<file path="src/rtl/spi_rf_pkg.sv">
package spi_rf_pkg;
  localparam logic [7:0] OP_WRITE   = 8'h02;
  localparam logic [7:0] OP_READ    = 8'h03;
  localparam logic [7:0] OP_MODIFY  = 8'h05;
  localparam logic [7:0] OP_RESET   = 8'hC0;
  localparam logic [7:0] OP_RD_RX0  = 8'h90;
  localparam logic [7:0] OP_RD_RX1  = 8'h94;
  localparam logic [4:0] OP_LOAD_HI = 5'b01000;  // 0x40..0x47 family
  localparam logic [4:0] OP_RTS_HI  = 5'b10000;  // 0x80..0x87 family

  localparam int NUM_TXB     = 3;
  localparam int REG_STATUS  = 'h0E;
  localparam int REG_CTRL    = 'h0F;
  localparam int TXB_BASE    = 'h30;
  localparam int TXB_STRIDE  = 'h10;
  localparam int RXB0_FIRST  = 'h61;
  localparam int RXB1_FIRST  = 'h71;
  localparam int TXREQ_BIT   = 3;

  localparam logic [7:0] CTRL_RST    = 8'h87;
  localparam logic [2:0] MODE_CONFIG = 3'b100;

  typedef enum logic [2:0] {
    ST_OPCODE, ST_ADDR, ST_WDATA, ST_RDATA, ST_MASK, ST_MDATA, ST_SKIP
  } dec_state_t;

  typedef enum logic [1:0] { K_WRITE, K_READ, K_MODIFY } acc_kind_t;
endpackage

</file>
<file path="src/rtl/spi_rf_sync.sv">
module spi_rf_sync #(
  parameter int              WIDTH  = 3,
  parameter int              STAGES = 2,
  parameter logic [WIDTH-1:0] INIT  = '0
) (
  input  logic             clk,
  input  logic             rst,
  input  logic [WIDTH-1:0] d,
  output logic [WIDTH-1:0] q
);
  logic [WIDTH-1:0] chain [STAGES];

  always_ff @(posedge clk) begin
    if (rst) begin
      for (int s = 0; s < STAGES; s++) chain[s] <= INIT;
    end else begin
      chain[0] <= d;
      for (int s = 1; s < STAGES; s++) chain[s] <= chain[s-1];
    end
  end

  assign q = chain[STAGES-1];
endmodule

</file>
<file path="src/rtl/spi_rf_shifter.sv">
module spi_rf_shifter (
  input  logic       clk,
  input  logic       rst,
  input  logic       sck_s,
  input  logic       csn_s,
  input  logic       mosi_s,
  input  logic       load_en,
  input  logic [7:0] load_byte,
  output logic       byte_done,
  output logic [7:0] rx_byte,
  output logic       miso
);
  logic       sck_q;
  logic [2:0] bit_cnt;
  logic [6:0] rx_sr;
  logic [7:0] tx_sr;
  logic       rise, fall;

  assign rise = sck_s & ~sck_q;
  assign fall = ~sck_s & sck_q;

  always_ff @(posedge clk) begin
    if (rst) begin
      sck_q     <= 1'b0;
      bit_cnt   <= '0;
      rx_sr     <= '0;
      tx_sr     <= '0;
      byte_done <= 1'b0;
      rx_byte   <= '0;
      miso      <= 1'b0;
    end else begin
      sck_q     <= sck_s;
      byte_done <= 1'b0;
      if (csn_s) begin
        bit_cnt <= '0;
        tx_sr   <= '0;
        miso    <= 1'b0;
      end else begin
        if (rise) begin
          rx_sr   <= {rx_sr[5:0], mosi_s};
          bit_cnt <= bit_cnt + 3'd1;
          if (bit_cnt == 3'd7) begin
            byte_done <= 1'b1;
            rx_byte   <= {rx_sr, mosi_s};
          end
        end
        if (load_en) begin
          tx_sr <= load_byte;
        end else if (fall) begin
          miso  <= tx_sr[7];
          tx_sr <= {tx_sr[6:0], 1'b0};
        end
      end
    end
  end

  // a deselected slave drives MISO low
  assert_idle_quiet_R9: assert property (@(posedge clk) disable iff (rst)
    csn_s |=> !miso);
endmodule

</file>
<file path="src/rtl/spi_rf_regs.sv">
module spi_rf_regs
  import spi_rf_pkg::*;
#(
  parameter int ADDR_W = 7
) (
  input  logic              clk,
  input  logic              rst,
  input  logic              soft_rst,
  input  logic              wr_en,
  input  logic [ADDR_W-1:0] wr_addr,
  input  logic [7:0]        wr_data,
  input  logic [7:0]        wr_mask,
  input  logic [NUM_TXB-1:0] rts_set,
  input  logic              ext_we,
  input  logic [ADDR_W-1:0] ext_addr,
  input  logic [7:0]        ext_data,
  input  logic [ADDR_W-1:0] rd_addr,
  output logic [7:0]        rd_data,
  output logic [NUM_TXB-1:0] tx_req,
  output logic [2:0]        op_mode
);
  localparam int DEPTH = 1 << ADDR_W;
  localparam logic [ADDR_W-1:0] A_STAT = ADDR_W'(REG_STATUS);
  localparam logic [ADDR_W-1:0] A_CTRL = ADDR_W'(REG_CTRL);

  logic [7:0] mem [DEPTH];
  logic [2:0] stat_mode;

  always_ff @(posedge clk) begin
    if (rst || soft_rst) begin
      for (int i = 0; i < DEPTH; i++) mem[i] <= (i == REG_CTRL) ? CTRL_RST : 8'h00;
      stat_mode <= MODE_CONFIG;
    end else begin
      if (wr_en) begin
        if (wr_addr != A_STAT)
          mem[wr_addr] <= (mem[wr_addr] & ~wr_mask) | (wr_data & wr_mask);
      end else if (|rts_set) begin
        for (int t = 0; t < NUM_TXB; t++)
          if (rts_set[t]) mem[ADDR_W'(TXB_BASE + t*TXB_STRIDE)][TXREQ_BIT] <= 1'b1;
      end else if (ext_we && ext_addr != A_STAT) begin
        mem[ext_addr] <= ext_data;
      end
      if (mem[A_CTRL][7:5] <= MODE_CONFIG) stat_mode <= mem[A_CTRL][7:5];
    end
  end

  assign rd_data = (rd_addr == A_STAT) ? {stat_mode, 5'b0} : mem[rd_addr];
  assign op_mode = stat_mode;

  generate
    for (genvar t = 0; t < NUM_TXB; t++) begin : g_txreq
      assign tx_req[t] = mem[ADDR_W'(TXB_BASE + t*TXB_STRIDE)][TXREQ_BIT];
    end
  endgenerate

  // soft reset lands on the documented control/status defaults
  assert_reset_ctrl_R4: assert property (@(posedge clk) disable iff (rst)
    soft_rst |=> (((mem[A_CTRL] & 8'h17) == 8'h07) && (stat_mode == MODE_CONFIG)));

  // bits outside the mask survive any write
  assert_mask_keeps_R3: assert property (@(posedge clk) disable iff (rst)
    (wr_en && !soft_rst && wr_addr != A_STAT) |=>
      ((mem[$past(wr_addr)] & ~$past(wr_mask)) == ($past(mem[wr_addr]) & ~$past(wr_mask))));

  // legal mode codes are mirrored a cycle later
  assert_mode_mirror_R5: assert property (@(posedge clk) disable iff (rst)
    (!soft_rst && mem[A_CTRL][7:5] <= MODE_CONFIG) |=> (op_mode == $past(mem[A_CTRL][7:5])));

  // status register cannot be written
  assert_status_ro_R5: assert property (@(posedge clk) disable iff (rst)
    (wr_en && !soft_rst && wr_addr == A_STAT) |=> $stable(mem[A_STAT]));

  // request-to-send raises the selected flags
  assert_rts_sets_R8: assert property (@(posedge clk) disable iff (rst)
    (|rts_set && !soft_rst && !wr_en) |=> ((tx_req & $past(rts_set)) == $past(rts_set)));
endmodule

</file>
<file path="src/rtl/spi_rf_slave.sv">
module spi_rf_slave
  import spi_rf_pkg::*;
#(
  parameter int ADDR_W      = 7,
  parameter int SYNC_STAGES = 2
) (
  input  logic               clk,
  input  logic               rst,
  input  logic               spi_sck,
  input  logic               spi_cs_n,
  input  logic               spi_mosi,
  output logic               spi_miso,
  input  logic               eng_we,
  input  logic [ADDR_W-1:0]  eng_addr,
  input  logic [7:0]         eng_data,
  output logic [NUM_TXB-1:0] tx_req,
  output logic [2:0]         op_mode
);
  localparam logic [ADDR_W-1:0] A_RX0  = ADDR_W'(RXB0_FIRST);
  localparam logic [ADDR_W-1:0] A_RX1  = ADDR_W'(RXB1_FIRST);
  localparam logic [ADDR_W-1:0] A_TXLD = ADDR_W'(TXB_BASE + 1);
  localparam logic [ADDR_W-1:0] ONE    = ADDR_W'(1);

  logic csn_s, sck_s, mosi_s;
  logic byte_done, load_en;
  logic [7:0] rx_byte, rd_data;

  dec_state_t state, nxt_state;
  acc_kind_t  kind, nxt_kind;
  logic [ADDR_W-1:0] addr, nxt_addr, rd_addr;
  logic [7:0] mask, nxt_mask, wr_mask;
  logic wr_en, soft_rst_c;
  logic [NUM_TXB-1:0] rts_set;

  spi_rf_sync #(.WIDTH(3), .STAGES(SYNC_STAGES), .INIT(3'b100)) u_sync (
    .clk(clk), .rst(rst),
    .d({spi_cs_n, spi_sck, spi_mosi}),
    .q({csn_s, sck_s, mosi_s})
  );

  spi_rf_shifter u_shift (
    .clk(clk), .rst(rst), .sck_s(sck_s), .csn_s(csn_s), .mosi_s(mosi_s),
    .load_en(load_en), .load_byte(rd_data),
    .byte_done(byte_done), .rx_byte(rx_byte), .miso(spi_miso)
  );

  spi_rf_regs #(.ADDR_W(ADDR_W)) u_regs (
    .clk(clk), .rst(rst), .soft_rst(soft_rst_c),
    .wr_en(wr_en), .wr_addr(addr), .wr_data(rx_byte), .wr_mask(wr_mask),
    .rts_set(rts_set),
    .ext_we(eng_we), .ext_addr(eng_addr), .ext_data(eng_data),
    .rd_addr(rd_addr), .rd_data(rd_data),
    .tx_req(tx_req), .op_mode(op_mode)
  );

  always_comb begin
    nxt_state  = state;
    nxt_kind   = kind;
    nxt_addr   = addr;
    nxt_mask   = mask;
    wr_en      = 1'b0;
    wr_mask    = 8'hFF;
    rts_set    = '0;
    soft_rst_c = 1'b0;
    load_en    = 1'b0;
    rd_addr    = addr;
    if (csn_s) begin
      nxt_state = ST_OPCODE;
    end else if (byte_done) begin
      case (state)
        ST_OPCODE: begin
          nxt_state = ST_SKIP;
          if (rx_byte == OP_WRITE) begin
            nxt_kind = K_WRITE;  nxt_state = ST_ADDR;
          end else if (rx_byte == OP_READ) begin
            nxt_kind = K_READ;   nxt_state = ST_ADDR;
          end else if (rx_byte == OP_MODIFY) begin
            nxt_kind = K_MODIFY; nxt_state = ST_ADDR;
          end else if (rx_byte == OP_RESET) begin
            soft_rst_c = 1'b1;
          end else if (rx_byte == OP_RD_RX0 || rx_byte == OP_RD_RX1) begin
            rd_addr   = rx_byte[2] ? A_RX1 : A_RX0;
            load_en   = 1'b1;
            nxt_addr  = rd_addr + ONE;
            nxt_state = ST_RDATA;
          end else if (rx_byte[7:3] == OP_RTS_HI) begin
            rts_set = rx_byte[NUM_TXB-1:0];
          end else if (rx_byte[7:3] == OP_LOAD_HI && !rx_byte[0]
                       && int'(rx_byte[2:1]) < NUM_TXB) begin
            nxt_addr  = A_TXLD + ADDR_W'({rx_byte[2:1], 4'h0});
            nxt_state = ST_WDATA;
          end
        end
        ST_ADDR: begin
          rd_addr  = rx_byte[ADDR_W-1:0];
          nxt_addr = rx_byte[ADDR_W-1:0];
          case (kind)
            K_READ: begin
              load_en   = 1'b1;
              nxt_addr  = rx_byte[ADDR_W-1:0] + ONE;
              nxt_state = ST_RDATA;
            end
            K_MODIFY: nxt_state = ST_MASK;
            default:  nxt_state = ST_WDATA;
          endcase
        end
        ST_WDATA: begin
          wr_en    = 1'b1;
          nxt_addr = addr + ONE;
        end
        ST_RDATA: begin
          load_en  = 1'b1;
          nxt_addr = addr + ONE;
        end
        ST_MASK: begin
          nxt_mask  = rx_byte;
          nxt_state = ST_MDATA;
        end
        ST_MDATA: begin
          wr_en     = 1'b1;
          wr_mask   = mask;
          nxt_state = ST_SKIP;
        end
        default: ;
      endcase
    end
  end

  always_ff @(posedge clk) begin
    if (rst) begin
      state <= ST_OPCODE;
      kind  <= K_WRITE;
      addr  <= '0;
      mask  <= '0;
    end else begin
      state <= nxt_state;
      kind  <= nxt_kind;
      addr  <= nxt_addr;
      mask  <= nxt_mask;
    end
  end

  // each completed data byte of a write advances the address, wrapping
  assert_addr_step_R1: assert property (@(posedge clk) disable iff (rst)
    (byte_done && !csn_s && state == ST_WDATA) |=> (addr == $past(addr) + ONE));

  // deselect always returns the decoder to opcode reception
  assert_abort_R9: assert property (@(posedge clk) disable iff (rst)
    (csn_s && state != ST_OPCODE) |=> (state == ST_OPCODE));
endmodule

</file>
<file path="config.mk">
export PLATFORM = sky130hd
export DESIGN_NAME = spi_rf_slave
export DESIGN_NICKNAME = d
export VERILOG_FILES = /design/src/rtl/spi_rf_pkg.sv /design/src/rtl/spi_rf_sync.sv /design/src/rtl/spi_rf_shifter.sv /design/src/rtl/spi_rf_regs.sv /design/src/rtl/spi_rf_slave.sv
export SDC_FILE = /design/constraint.sdc
export NUM_CORES = 2
export LEC_CHECK = 0
export ABC_CLOCK_PERIOD_IN_PS = 9100
export BUFFER_PORTS_ARGS = -buffer_cell sky130_fd_sc_hd__buf_2
export CAP_MARGIN = 20
export CORE_UTILIZATION = 39
export DETAILED_ROUTE_END_ITERATION = 10
export PLACE_DENSITY = 0.53
export SETUP_SLACK_MARGIN = 0.2
export SLEW_MARGIN = 10
export SYNTH_ARGS = -nofsm -noshare
export SYNTH_HDL_FRONTEND = slang
export SYNTH_SLANG_ARGS = --single-unit
</file>
<file path="constraint.sdc">
create_clock -name clk -period 9.1 [get_ports clk]
set_clock_uncertainty 0.1 [all_clocks]
set_input_delay 0 -clock clk [delete_from_list [all_inputs] [get_ports clk]]
set_output_delay 0 -clock clk [all_outputs]
set_load 0.02 [all_outputs]
</file>
==> impl_metrics.csv <==
group,metric,value,unit
die,core,0.1480,mm²
route,route.final.wire_length,230300,µm
die,die_h,388.5,µm
worst_hold_path,min_from,"eng_addr[3]",
synth,async_flop_share,0,%
synth,synth_compound_area_share,7.679,%
clocking,insertion_delay,0.79,ns
synth,synth.distinct_cells,73,
synth,synthAdderAreaFrac,0.2148,%
power_and_ir_drop,ir_worst_vdd,0.1513,mV
synth,ys_ff_latch,1089,
timing,period_share,63.93,%
synth,synth_top_family_by_area,"simple AND/OR/NAND/NOR gates",
worst_hold_path,holdPathStages,6,
critical_path,cp_common_cell,"nand2_1",
power_and_ir_drop,p_leak,20.91,nW
finish,most-common-layout-cells,"nor2_1, edfxtp_1, nand2_1, mux4_2, nand3_1",
grt,antenna_found_initial,11,
finish,drive_above_1_share,14.34,%
critical_path,arrival,6.14,ns
power_and_ir_drop,p_clk_share,45.0,%
place,dp_hpwl,146900,µm
critical_path,endpoint_kind,"flop",
timing,drv_slew,0,
synth,synth_mux_area_share,14.76,%
clocking,cts_sinks,1089,
critical_path,ff2ff_path_depth,11,
power_and_ir_drop,combinationalPowerShare,4.6,%
place,io_buffer_count,27,
critical_path,critical_path.max_stage_delay,0.93,ns
route,first_pass_iters,7,
route,vias,45780,
die,fp.dieW,388.5,µm
timing,hold_viol,0,
synth,synth_ff_type,"edfxtp_1",
critical_path,cpMaxStageDelayCell,"dfxtp_1",
synth,syn_inst,5189,
power_and_ir_drop,pwr-share-seq,50.4,%
critical_path,r2r_slack,3.28,ns
route,postRouteAntennaNets,0,
clocking,clk_pin_slew,0.06,ns
synth,synth.avg_cell_area,11.23,µm²
synth,ys.warnings.count,0,
die,initial_utilization,39.35,%
critical_path,r2r_end,"u_regs.mem[77][2]",
clocking,post_cts_buffers,0,
route,routed_via_density,6.528,
synth,synth_top_cells_by_area,"edfxtp_1, mux4_2, nor2_1",
timing,setup_viol,0,
critical_path,start_kind,"flop",
clocking,cts.htree.levels,3,
clocking,clockBufferDepth,3,
synth,syn_area,0.05825,mm²
die,ios,28,
grt,grt_overflow,0,
power_and_ir_drop,p_int,8.688,mW
route,drt_iter0_markers,6866,
die,std_cell_rows,141,
timing,fin_crit,5.817,ns
clocking,root_buffer,"clkbuf_16",
route,drt-wirelength-per-cell,32.84,µm
run_status,outcome,"finished, final reports clean",
power_and_ir_drop,switching_power,2.665,mW
die,die_area,0.1509,mm²
grt,grt_pass1_wl,325200,µm
timing,finalSetupTns,0,ns
clocking,cts_made_buffers,120,
synth,synth_top_cell_area_share,52.69,%
synth,synth-seq-area-share,54.99,%
route,route.detailed.drc,0,
finish,layout_commonest_cell,"nor2_1",
finish,area_growth,10.14,%
place,gp_congestion,0.9592,
grt,grt_pass1_vias,42380,
critical_path,r2r-start,"state[0]",
worst_hold_path,holdPathEnd,"u_regs.mem[127][5]",
timing,rsz0062_at_grt,"false",
synth,synth_xor_area_share,0.1353,%
timing,holdWs,0.08227,ns
synth,synth_fp_nets,5220,
clocking,cts_tree,"done",
worst_hold_path,min_path_type,"in2reg",
critical_path,cp.required,9.43,ns
grt,grt_max_degree,151,
finish,layout.nets,5011,
synth,synth_top_cell_by_area,"edfxtp_1",
timing,tightest_slew,1.242,ns
power_and_ir_drop,powerDensity,177.0,mW/mm²
synth,synth_edf_count,1022,
critical_path,cp_max_fo,143,
synth,synth-simple-area-share,18.23,%
grt,grtUsageTotal,30.02,%
run,drv_cap,0,
critical_path,worst-setup-path-type,"reg2reg",
timing,max_freq,171.9,MHz
critical_path,cp_cell_sequence,"nor2_1 -> nand2_1 -> nor2_1 -> a41oi_4 -> buf_12 -> nand2_1 -> mux2i_1 -> and2_1 -> buf_4 -> nand3_1 -> nand2_1",
timing,slew_headroom,16.90,%
power_and_ir_drop,p_sw_share,23.47,%
## worst max-delay path, delay by kind of cell (launching register included)
| kind | cells | cell delay, ns |
|---|---|---|
| compound gates | 1 | 0.30 |
| buf+inv | 2 | 1.05 |
| flops | 1 | 0.93 |
| mux | 1 | 0.40 |
| simple gates | 7 | 2.61 |
## synthesized netlist by cell type, types with 5 or more instances
master and number:
dfxtp_1 67, buf_2 169, nand3_1 234, a221oi_1 9, nand4_1 20, o21ai_0 43
a31oi_1 110, xnor2_1 6, nor3b_1 7, nor2b_1 15, a22o_1 6, o32ai_1 6
o2111ai_1 7, nand2b_1 13, a21oi_1 77, and3_1 194, o31ai_1 7, o21ai_1 9
a22oi_1 23, ha_1 10, nor2_1 1106, or2_2 8, edfxtp_1 1022, mux2i_1 85
mux4_2 344, inv_1 9, buf_1 58, nor3_1 11, nand2_1 866, and2_1 14
a211oi_1 172, a2111oi_0 13, nor4_1 10, a32oi_1 10, o211ai_1 11, o22ai_1 12
nand3b_1 5, a311oi_1 75, clkbuf_1 197, buf_4 59
## power by group through the flow
stage               clock (mW)  sequential, mW  combinational (mW)
floorplan                    0            5.78               0.310
global placement             0            5.82               0.501
detailed placement           0            5.82               0.506
CTS                       5.12            5.72               0.515
global route              5.30            5.74               0.541
finish                    5.10            5.73               0.523
## registers in the layout, indices dropped and copies added, names as in the netlist, named ones only
signal / flops
addr: 7
kind: 2
mask: 8
state: 3
u_regs.mem: 1024
u_regs.op_mode: 3
u_shift.bit_cnt: 3
u_shift.byte_done: 1
u_shift.miso: 1
u_shift.rx_byte: 8
u_shift.rx_sr: 7
u_shift.sck_q: 1
u_shift.tx_sr: 8
u_sync.chain: 6
## layout make-up
type                    instances  area (µm²)
fillers                     13720       83860
flip-flops and latches       1089       32050
multi-input cells            3603       24130
clock buffers                 150        3263
well taps                    1930        2415
repair buffers                155        1464
clock inverters                70       782.0
inverters                      11       41.29
diodes                          5       12.51
## routing by layer
metal / vias to the layer above / wire, µm / part of all wire, % / track usage (%)
met5: - / 67 / 0.029 / 0
met4: 10 / 12610 / 5.5 / 14.18
met3: 532 / 27610 / 12 / 8.092
met2: 3021 / 101300 / 44 / 44.90
met1: 23370 / 88690 / 39 / 40.50
li1: 18850 / - / - / -
## worst max path at each step
| stage | startpoint | endpoint | slack, ns |
|---|---|---|---|
| 3_3_place_gp | state[0] | u_regs.mem[77][2] | 3.50 |
| 6_report | state[0] | u_regs.mem[77][2] | 3.28 |
| 5_1_grt | state[0] | u_regs.mem[77][2] | 3.03 |
| 2_1_floorplan | flop | u_regs.mem[82][3] | 5.47 |
| 3_5_place_dp | state[0] | u_regs.mem[77][4] | 3.39 |
| 4_1_cts | state[0] | u_regs.mem[77][2] | 3.35 |
## cells by family (layout without fill, tap and decap cells)
kind of cell	count (synthesis)	in the layout
compound gates	630	630
xor+xnor	9	9
fa+ha+maj	10	10
buf+inv	497	386
flops	1089	1089
mux	429	429
other cells	0	5
simple gates	2525	2525
## metrics by stage
stage | instances | setup slack (ns) | utilization [%] | total power [mW] | instance area, µm²
after floorplan | 5189 | 5.473 | - | 6.086 | 58250
after global placement | 6764 | 3.498 | 40.41 | 6.322 | 59820
after detailed placement | 6767 | 3.389 | 40.43 | 6.330 | 59850
after CTS | 7006 | 3.355 | 43.30 | 11.36 | 64090
after global routing | 7008 | 3.032 | 43.33 | 11.58 | 64140
final | 7013 | 3.283 | 43.34 | 11.35 | 64150
## repair_timing
action                    in CTS  in global routing
hold buffers                  19                  0
gates resized for setup        0                  0
hold endpoints to repair     610                  0
Power figures use the tool's default switching activity.
